===== src/rtl/irq_router_pkg.sv =====
package irq_router_pkg;
   localparam int unsigned FULL_BYTES = 8;
   localparam int unsigned IDX_PEND   = 0;
   localparam int unsigned IDX_MASK0  = 1;
   localparam int unsigned IDX_ROUTE0 = 8;

   typedef enum logic [1:0] {
      RC_PEND  = 2'd0,
      RC_MASK  = 2'd1,
      RC_ROUTE = 2'd2,
      RC_NONE  = 2'd3
   } reg_class_t;
endpackage


===== src/rtl/irq_req_vec.sv =====
module irq_req_vec #(
   parameter int NSRC  = 64,
   parameter int NUM_W = 6
) (
   input  logic            clk,
   input  logic            rst_n,
   input  logic            set_vld,
   input  logic [NUM_W-1:0] set_num,
   input  logic            clr_vld,
   input  logic [NUM_W-1:0] clr_num,
   output logic [NSRC-1:0] pend_next,
   output logic [NSRC-1:0] pend_q,
   output logic            spur_q
);
   generate
      if (NSRC != (1 << NUM_W)) begin : g_bad_w
         $error("irq_req_vec: NSRC must equal 2**NUM_W");
      end
   endgenerate

   // clear first, then set
   always_comb begin
      pend_next = pend_q;
      if (clr_vld) pend_next[clr_num] = 1'b0;
      if (set_vld) pend_next[set_num] = 1'b1;
   end

   always_ff @(posedge clk) begin
      if (!rst_n) begin
         pend_q <= '0;
         spur_q <= 1'b0;
      end else begin
         pend_q <= pend_next;
         spur_q <= clr_vld && !pend_q[clr_num];
      end
   end

   a_r2_set_lands : assert property (@(posedge clk) disable iff (!rst_n)
      set_vld |=> pend_q[$past(set_num)]);
   a_r3_clear_lands : assert property (@(posedge clk) disable iff (!rst_n)
      (clr_vld && !(set_vld && set_num == clr_num)) |=> !pend_q[$past(clr_num)]);
   a_r3_spur_keeps : assert property (@(posedge clk) disable iff (!rst_n)
      (clr_vld && !pend_q[clr_num] && !set_vld) |=> $stable(pend_q));
endmodule


===== src/rtl/irq_cpu_lane.sv =====
module irq_cpu_lane #(
   parameter int NSRC    = 64,
   parameter int DATA_W  = 64,
   parameter bit PRESENT = 1'b1
) (
   input  logic              clk,
   input  logic              rst_n,
   input  logic              mask_we,
   input  logic [DATA_W-1:0] wdata,
   input  logic [NSRC-1:0]   pend_next,
   input  logic [NSRC-1:0]   pend_q,
   output logic [NSRC-1:0]   mask_q,
   output logic [NSRC-1:0]   route_q,
   output logic [NSRC-1:0]   post_q,
   output logic [NSRC-1:0]   wdraw_q,
   output logic              irq
);
   logic [NSRC-1:0] mask_next;
   logic [NSRC-1:0] route_next;

   generate
      if (NSRC > DATA_W) begin : g_bad_w
         $error("irq_cpu_lane: NSRC must not exceed DATA_W");
      end
   endgenerate

   assign mask_next  = mask_we ? wdata[NSRC-1:0] : mask_q;
   assign route_next = mask_next & pend_next;

   always_ff @(posedge clk) begin
      if (!rst_n) begin
         mask_q  <= '0;
         route_q <= '0;
      end else begin
         mask_q  <= mask_next;
         route_q <= route_next;
      end
   end

   generate
      if (PRESENT) begin : g_live
         always_ff @(posedge clk) begin
            if (!rst_n) begin
               post_q  <= '0;
               wdraw_q <= '0;
            end else begin
               post_q  <= route_next & ~route_q;
               wdraw_q <= route_q & ~route_next;
            end
         end
         assign irq = |route_q;

         a_r6_post_rise : assert property (@(posedge clk) disable iff (!rst_n)
            post_q == (route_q & ~$past(route_q)));
         a_r6_no_overlap : assert property (@(posedge clk) disable iff (!rst_n)
            (post_q & wdraw_q) == '0);
      end else begin : g_absent
         assign post_q  = '0;
         assign wdraw_q = '0;
         assign irq     = 1'b0;
      end
   endgenerate

   a_r5_route_match : assert property (@(posedge clk) disable iff (!rst_n)
      route_q == (mask_q & pend_q));
endmodule


===== src/rtl/irq_csr_port.sv =====
module irq_csr_port
   import irq_router_pkg::*;
#(
   parameter int ADDR_W  = 10,
   parameter int DATA_W  = 64,
   parameter int NSRC    = 64,
   parameter int MAX_CPU = 4
) (
   input  logic                    clk,
   input  logic                    rst_n,
   input  logic                    bus_req,
   input  logic                    bus_we,
   input  logic [ADDR_W-1:0]       bus_addr,
   input  logic [3:0]              bus_size,
   input  logic [NSRC-1:0]         pend_q,
   input  logic [MAX_CPU*NSRC-1:0] mask_flat,
   input  logic [MAX_CPU*NSRC-1:0] route_flat,
   output logic [MAX_CPU-1:0]      mask_we,
   output logic [DATA_W-1:0]       rdata,
   output logic                    rvalid,
   output logic                    size_err,
   output logic                    ro_err
);
   localparam int IDX_W = ADDR_W - 6;

   logic [IDX_W-1:0] idx;
   logic             size_ok;
   reg_class_t       rclass;
   int unsigned      sel;
   logic [DATA_W-1:0] rd_mux;

   assign idx     = bus_addr[ADDR_W-1:6];
   assign size_ok = (bus_size == 4'(FULL_BYTES));

   always_comb begin
      rclass = RC_NONE;
      sel    = 0;
      if (int'(idx) == IDX_PEND) begin
         rclass = RC_PEND;
      end else if (int'(idx) >= IDX_MASK0 && int'(idx) < IDX_MASK0 + MAX_CPU) begin
         rclass = RC_MASK;
         sel    = int'(idx) - IDX_MASK0;
      end else if (int'(idx) >= IDX_ROUTE0 && int'(idx) < IDX_ROUTE0 + MAX_CPU) begin
         rclass = RC_ROUTE;
         sel    = int'(idx) - IDX_ROUTE0;
      end
   end

   always_comb begin
      rd_mux = '0;
      case (rclass)
         RC_PEND:  rd_mux[NSRC-1:0] = pend_q;
         RC_MASK:  rd_mux[NSRC-1:0] = mask_flat[sel*NSRC +: NSRC];
         RC_ROUTE: rd_mux[NSRC-1:0] = route_flat[sel*NSRC +: NSRC];
         default:  rd_mux = '0;
      endcase
   end

   generate
      for (genvar c = 0; c < MAX_CPU; c++) begin : g_we
         assign mask_we[c] = bus_req && bus_we && size_ok &&
                             rclass == RC_MASK && sel == c;
      end
   endgenerate

   always_ff @(posedge clk) begin
      if (!rst_n) begin
         rdata    <= '0;
         rvalid   <= 1'b0;
         size_err <= 1'b0;
         ro_err   <= 1'b0;
      end else begin
         rvalid   <= bus_req && !bus_we;
         rdata    <= (bus_req && !bus_we && size_ok) ? rd_mux : '0;
         size_err <= bus_req && !size_ok;
         ro_err   <= bus_req && bus_we && size_ok && rclass != RC_MASK;
      end
   end

   a_r10_size_flag : assert property (@(posedge clk) disable iff (!rst_n)
      (bus_req && bus_size != 4'(FULL_BYTES)) |=> size_err);
   a_r10_no_mask_change : assert property (@(posedge clk) disable iff (!rst_n)
      (bus_req && bus_size != 4'(FULL_BYTES)) |=> $stable(mask_flat));
   a_r11_ro_keeps_masks : assert property (@(posedge clk) disable iff (!rst_n)
      (bus_req && bus_we && size_ok && rclass != RC_MASK) |=> $stable(mask_flat));
   a_r9_read_valid : assert property (@(posedge clk) disable iff (!rst_n)
      (bus_req && !bus_we) |=> rvalid);
endmodule


===== src/rtl/irq_router.sv =====
module irq_router
   import irq_router_pkg::*;
#(
   parameter int NSRC    = 64,
   parameter int MAX_CPU = 4,
   parameter int NUM_CPU = 4,
   parameter int DATA_W  = 64,
   parameter int ADDR_W  = 10,
   parameter int NUM_W   = $clog2(NSRC)
) (
   input  logic                    clk,
   input  logic                    rst_n,
   input  logic                    req_set_vld,
   input  logic [NUM_W-1:0]        req_set_num,
   input  logic                    req_clr_vld,
   input  logic [NUM_W-1:0]        req_clr_num,
   input  logic                    bus_req,
   input  logic                    bus_we,
   input  logic [ADDR_W-1:0]       bus_addr,
   input  logic [3:0]              bus_size,
   input  logic [DATA_W-1:0]       bus_wdata,
   output logic [DATA_W-1:0]       bus_rdata,
   output logic                    bus_rvalid,
   output logic                    size_err,
   output logic                    ro_err,
   output logic                    spurious_clr,
   output logic [MAX_CPU-1:0]      cpu_irq,
   output logic [MAX_CPU*NSRC-1:0] post_evt,
   output logic [MAX_CPU*NSRC-1:0] wdraw_evt
);
   generate
      if (MAX_CPU < 1 || MAX_CPU > 4) begin : g_bad_max
         $error("irq_router: MAX_CPU must be 1..4");
      end
      if (NUM_CPU < 1 || NUM_CPU > MAX_CPU) begin : g_bad_num
         $error("irq_router: NUM_CPU must be 1..MAX_CPU");
      end
      if (ADDR_W < 10) begin : g_bad_addr
         $error("irq_router: ADDR_W must be at least 10");
      end
   endgenerate

   logic [NSRC-1:0]         pend_next;
   logic [NSRC-1:0]         pend_q;
   logic [MAX_CPU-1:0]      mask_we;
   logic [MAX_CPU*NSRC-1:0] mask_flat;
   logic [MAX_CPU*NSRC-1:0] route_flat;

   irq_req_vec #(.NSRC(NSRC), .NUM_W(NUM_W)) u_pend (
      .clk(clk), .rst_n(rst_n),
      .set_vld(req_set_vld), .set_num(req_set_num),
      .clr_vld(req_clr_vld), .clr_num(req_clr_num),
      .pend_next(pend_next), .pend_q(pend_q), .spur_q(spurious_clr)
   );

   generate
      for (genvar c = 0; c < MAX_CPU; c++) begin : g_lane
         irq_cpu_lane #(.NSRC(NSRC), .DATA_W(DATA_W), .PRESENT(c < NUM_CPU)) u_lane (
            .clk(clk), .rst_n(rst_n),
            .mask_we(mask_we[c]), .wdata(bus_wdata),
            .pend_next(pend_next), .pend_q(pend_q),
            .mask_q(mask_flat[c*NSRC +: NSRC]),
            .route_q(route_flat[c*NSRC +: NSRC]),
            .post_q(post_evt[c*NSRC +: NSRC]),
            .wdraw_q(wdraw_evt[c*NSRC +: NSRC]),
            .irq(cpu_irq[c])
         );
      end
   endgenerate

   irq_csr_port #(.ADDR_W(ADDR_W), .DATA_W(DATA_W), .NSRC(NSRC), .MAX_CPU(MAX_CPU)) u_port (
      .clk(clk), .rst_n(rst_n),
      .bus_req(bus_req), .bus_we(bus_we), .bus_addr(bus_addr), .bus_size(bus_size),
      .pend_q(pend_q), .mask_flat(mask_flat), .route_flat(route_flat),
      .mask_we(mask_we), .rdata(bus_rdata), .rvalid(bus_rvalid),
      .size_err(size_err), .ro_err(ro_err)
   );

   a_r1_quiet_flags : assert property (@(posedge clk) $past(!rst_n) |-> (cpu_irq == '0 && !spurious_clr));
endmodule


===== config.mk =====
export PLATFORM = sky130hd
export DESIGN_NAME = irq_router
export DESIGN_NICKNAME = d
export VERILOG_FILES = /design/src/rtl/irq_router_pkg.sv /design/src/rtl/irq_req_vec.sv /design/src/rtl/irq_cpu_lane.sv /design/src/rtl/irq_csr_port.sv /design/src/rtl/irq_router.sv
export SDC_FILE = /design/constraint.sdc
export NUM_CORES = 2
export LEC_CHECK = 0
export ABC_CLOCK_PERIOD_IN_PS = 2050
export BUFFER_PORTS_ARGS = -buffer_cell sky130_fd_sc_hd__buf_2
export CAP_MARGIN = 20
export CORE_ASPECT_RATIO = 0.9
export CORE_MARGIN = 1.5
export CORE_UTILIZATION = 51
export CTS_CLUSTER_DIAMETER = 120
export DETAILED_ROUTE_END_ITERATION = 16
export PLACE_DENSITY = 0.73
export SYNTH_ARGS = -nofsm -noshare
export SYNTH_HDL_FRONTEND = slang
export SYNTH_SLANG_ARGS = --single-unit

===== constraint.sdc =====
create_clock -name clk -period 2.05 [get_ports clk]
set_clock_uncertainty 0.1 [all_clocks]
set_input_delay 0.1025 -clock clk [delete_from_list [all_inputs] [get_ports clk]]
set_output_delay 0.1025 -clock clk [all_outputs]
set_load 0.01 [all_outputs]

==> flow_summary.toml <==
[outcome]
status = "finished, violations left"
violations = "setup timing"

[synth]
synthMuxAreaShare_pct = 4.997
ys_ff_latch = 1156
yosys-top-cells-area = "dfxtp_1, o21a_1, mux2i_1"
postSynthAreaPerCell_um2 = 10.36
ys_warn_count = 0
yosys.cell_types.count = 72
synth_ff_type = "dfxtp_1"
yosys.area_share.xor_xnor_pct = 0
netlist_area_um2 = 43670
yosysTopAreaCell = "dfxtp_1"
synth_cells = 4217
synth_fa_ha_area_share_pct = 0.05730
synth_top_family_by_area = "compound AO/OA/AOI/OAI gates"
ys_seq_area_share_pct = 52.99
synth_edf_count = 0
synth_compound_area_share_pct = 24.38
synthArstFlopShare_pct = 0
yosysTopAreaCellShare_pct = 52.99
synth-simple-area-share_pct = 13.72
syn-num-nets = 4315

[critical_path]
crit_required_ns = 1.85
r2r_start = "u_pend.pend_q[61]"
worstPathMaxFanout = 2
r2r_end = "u_pend.spur_q"
path_class = "flop to output port"
start_kind = "flop"
cp-end-kind = "output port"
reg2regPathDepth = 5
critPathArrivalTime_ns = 2.69
worst-r2r-setup-slack_ns = 0.08

[timing]
holdWs_ns = 0.08414
slew_headroom_pct = 50.39
finalCriticalPeriod_ns = 2.890
worstMarginPinSlew_ns = 0.7375
rsz0062_at_grt = "true"
fin_crit_sh_pct = 141.0
finalWorstSetupSlack_ns = -0.8397
fmax_ghz = 0.3461
setup_viol = 4
hold_violations = 0
drv_slew = 0

[clock_network]
root_buffer = "clkbuf_16"
cts_tree = "built"
postCtsSetupRepairBufs = 0
insertion_delay_ns = 0.70
clockBufferDepth = 3
cts_buffers = 111
cts_sinks = 1156
clk_pin_slew_ns = 0.07
htree_levels = 3

[detailed_routing]
antenna_left = 0
routed_via_density = 6.166
wl_per_cell_um = 27.30
drt_first_pass_iters = 8
wl_mm = 189.0
drcViolationCount = 0
dr.first_iter.drc_count = 5585
vias = 42690

[grt]
grt_pass1_vias = 40630
grt_usage_pct = 41.64
grt_max_degree = 68
grt_pass1_wl_mm = 271.2
overflow = 0
antenna_found_initial = 22

[power]
p_clk_share_pct = 46.1
p_seq_share_pct = 48.0
pwr-share-comb_pct = 5.8
leakagePower_nw = 26.37
ir_drop_v = 0.0007238
switching_share_pct = 23.28
internal-power_mw = 35.91
p_switching_mw = 10.89
p_per_area_nw_per_um2 = 764.4

[placement]
dp_hpwl_mm = 140.4
place_congestion = 1.050
io_buffers = 673
pre_cts_ws_ns = -0.5296

[die]
die_w_um = 311.5
pin_count = 680
die_h_um = 280.6
std_cell_rows = 101
start_util_pct = 51.65
die_area_um2 = 87390
core_um2 = 84540

[min_path]
hold_class = "input port to flop"
hp-start = "bus_size[1]"
hold_depth = 7
whs_endpoint = "u_port.rdata[49]"

[final_layout]
final_common_cell = "dfxtp_1"
nFillCells = 6031
final_net_count = 5782
most-common-layout-cells = "dfxtp_1, buf_4, buf_2"
area_growth_pct = 40.20
drive_gt1_share_pct = 36.94

[run]
drv_cap = 0
==> worst max-delay path: stages (launching register included) <==
cell	delay, ns
dfxtp_4	0.40
nor4_4	0.28
buf_4	0.16
nand4_1	0.34
or4_4	0.64
buf_6	0.16
==> Yosys cell counts, types with 19 or more instances <==
cell type / count
a211oi_1: 257
a21boi_0: 89
a21oi_1: 68
buf_1: 21
buf_2: 65
clkbuf_1: 192
dfxtp_1: 1156
inv_1: 73
mux2i_1: 200
nand2_1: 154
nand3_1: 71
nand4_1: 55
nor2_1: 251
nor2b_1: 197
nor3_1: 204
nor3b_1: 69
nor4_1: 66
o2111a_1: 58
o211a_1: 194
o21a_1: 288
o21ai_0: 161
o21ai_1: 35
o221ai_1: 19
o31ai_1: 64
o41ai_2: 58
==> power by group through the flow <==
stage	registers [mW]	logic, mW	clock network (mW)
after global placement	23.0	2.47	0
after global routing	22.5	2.78	22.5
after detailed placement	23.0	2.48	0
final	22.5	2.72	21.6
after floorplan	23.0	1.20	0
after CTS	22.5	2.61	21.6
==> registers in the layout (all words and copies together), names as in the netlist <==
| name | cells |
|---|---|
| u_port.rdata | 64 |
| u_port.rvalid | 1 |
| g_lane.u_lane.route_q | 256 |
| u_pend.spur_q | 1 |
| g_lane.u_lane.post_q | 256 |
| u_port.ro_err | 1 |
| u_pend.pend_q | 64 |
| g_lane.u_lane.mask_q | 256 |
| u_port.size_err | 1 |
| g_lane.u_lane.wdraw_q | 256 |
==> final cells by class <==
type / instances / area (um2) / share of cell area [%]
well taps: 1133 / 1418 / 2.315
multi-input cells: 2680 / 20300 / 33.16
clock buffers: 150 / 3239 / 5.291
clock inverters: 56 / 620.6 / 1.014
repair buffers: 1662 / 12160 / 19.85
inverters: 73 / 274.0 / 0.4475
diodes: 14 / 35.03 / 0.05722
flip-flops and latches: 1156 / 23180 / 37.86
==> how the worst max path moves through the flow <==
stage / startpoint / cells after the start / slack [ns] / endpoint
after detailed placement: bus_addr[7] / 10 / -0.53 / g_lane[0].u_lane.post_q[41]
after global placement: bus_addr[7] / 10 / -0.50 / g_lane[0].u_lane.post_q[41]
final: g_lane[1].u_lane.route_q[44] / 5 / -0.84 / cpu_irq[1]
after floorplan: bus_addr[7] / 10 / -0.01 / g_lane[2].u_lane.wdraw_q[23]
after global routing: g_lane[1].u_lane.route_q[20] / 5 / -0.76 / cpu_irq[1]
after CTS: g_lane[1].u_lane.route_q[24] / 5 / -0.71 / cpu_irq[1]
==> cells by family after synthesis <==
| family | Yosys count |
|---|---|
| muxes | 210 |
| buffers and inverters | 381 |
| adders and majority gates | 2 |
| and+or+nand+nor | 1135 |
| DFF | 1156 |
| AOI/OAI and AO/OA | 1333 |
==> what timing repair did <==
| action | 4_1_cts | 5_1_grt |
|---|---|---|
| setup endpoints to repair | 4 | 113 |
| hold buffers | 73 | 0 |
| hold endpoints to repair | 1039 | 0 |
| pin swaps | 17 | 8 |
| gates resized for setup | 59 | 37 |
==> through the flow <==
stage               std cells  power [mW]  area, um2  setup TNS (ns)  util (%)
detailed placement       6631       25.47      56160         -344.96     66.42
global route             6920       47.72      61220          -2.891     72.41
CTS                      6910       46.68      61020          -2.674     72.18
floorplan                4217       24.19      44830        -0.04003         -
global placement         6631       25.46      56160         -325.17     66.42
finish                   6924       46.80      61230          -2.899     72.42
==> routing by layer <==
| layer | GRT usage, % | up-vias | wire (um) |
|---|---|---|---|
| li1 | - | 18620 | - |
| met1 | 53.04 | 20620 | 72090 |
| met2 | 62.70 | 2815 | 81500 |
| met3 | 11.86 | 627 | 22440 |
| met4 | 25.04 | 16 | 12870 |
| met5 | 0 | - | 132 |
Note: power is estimated with default switching activity, not from simulation.
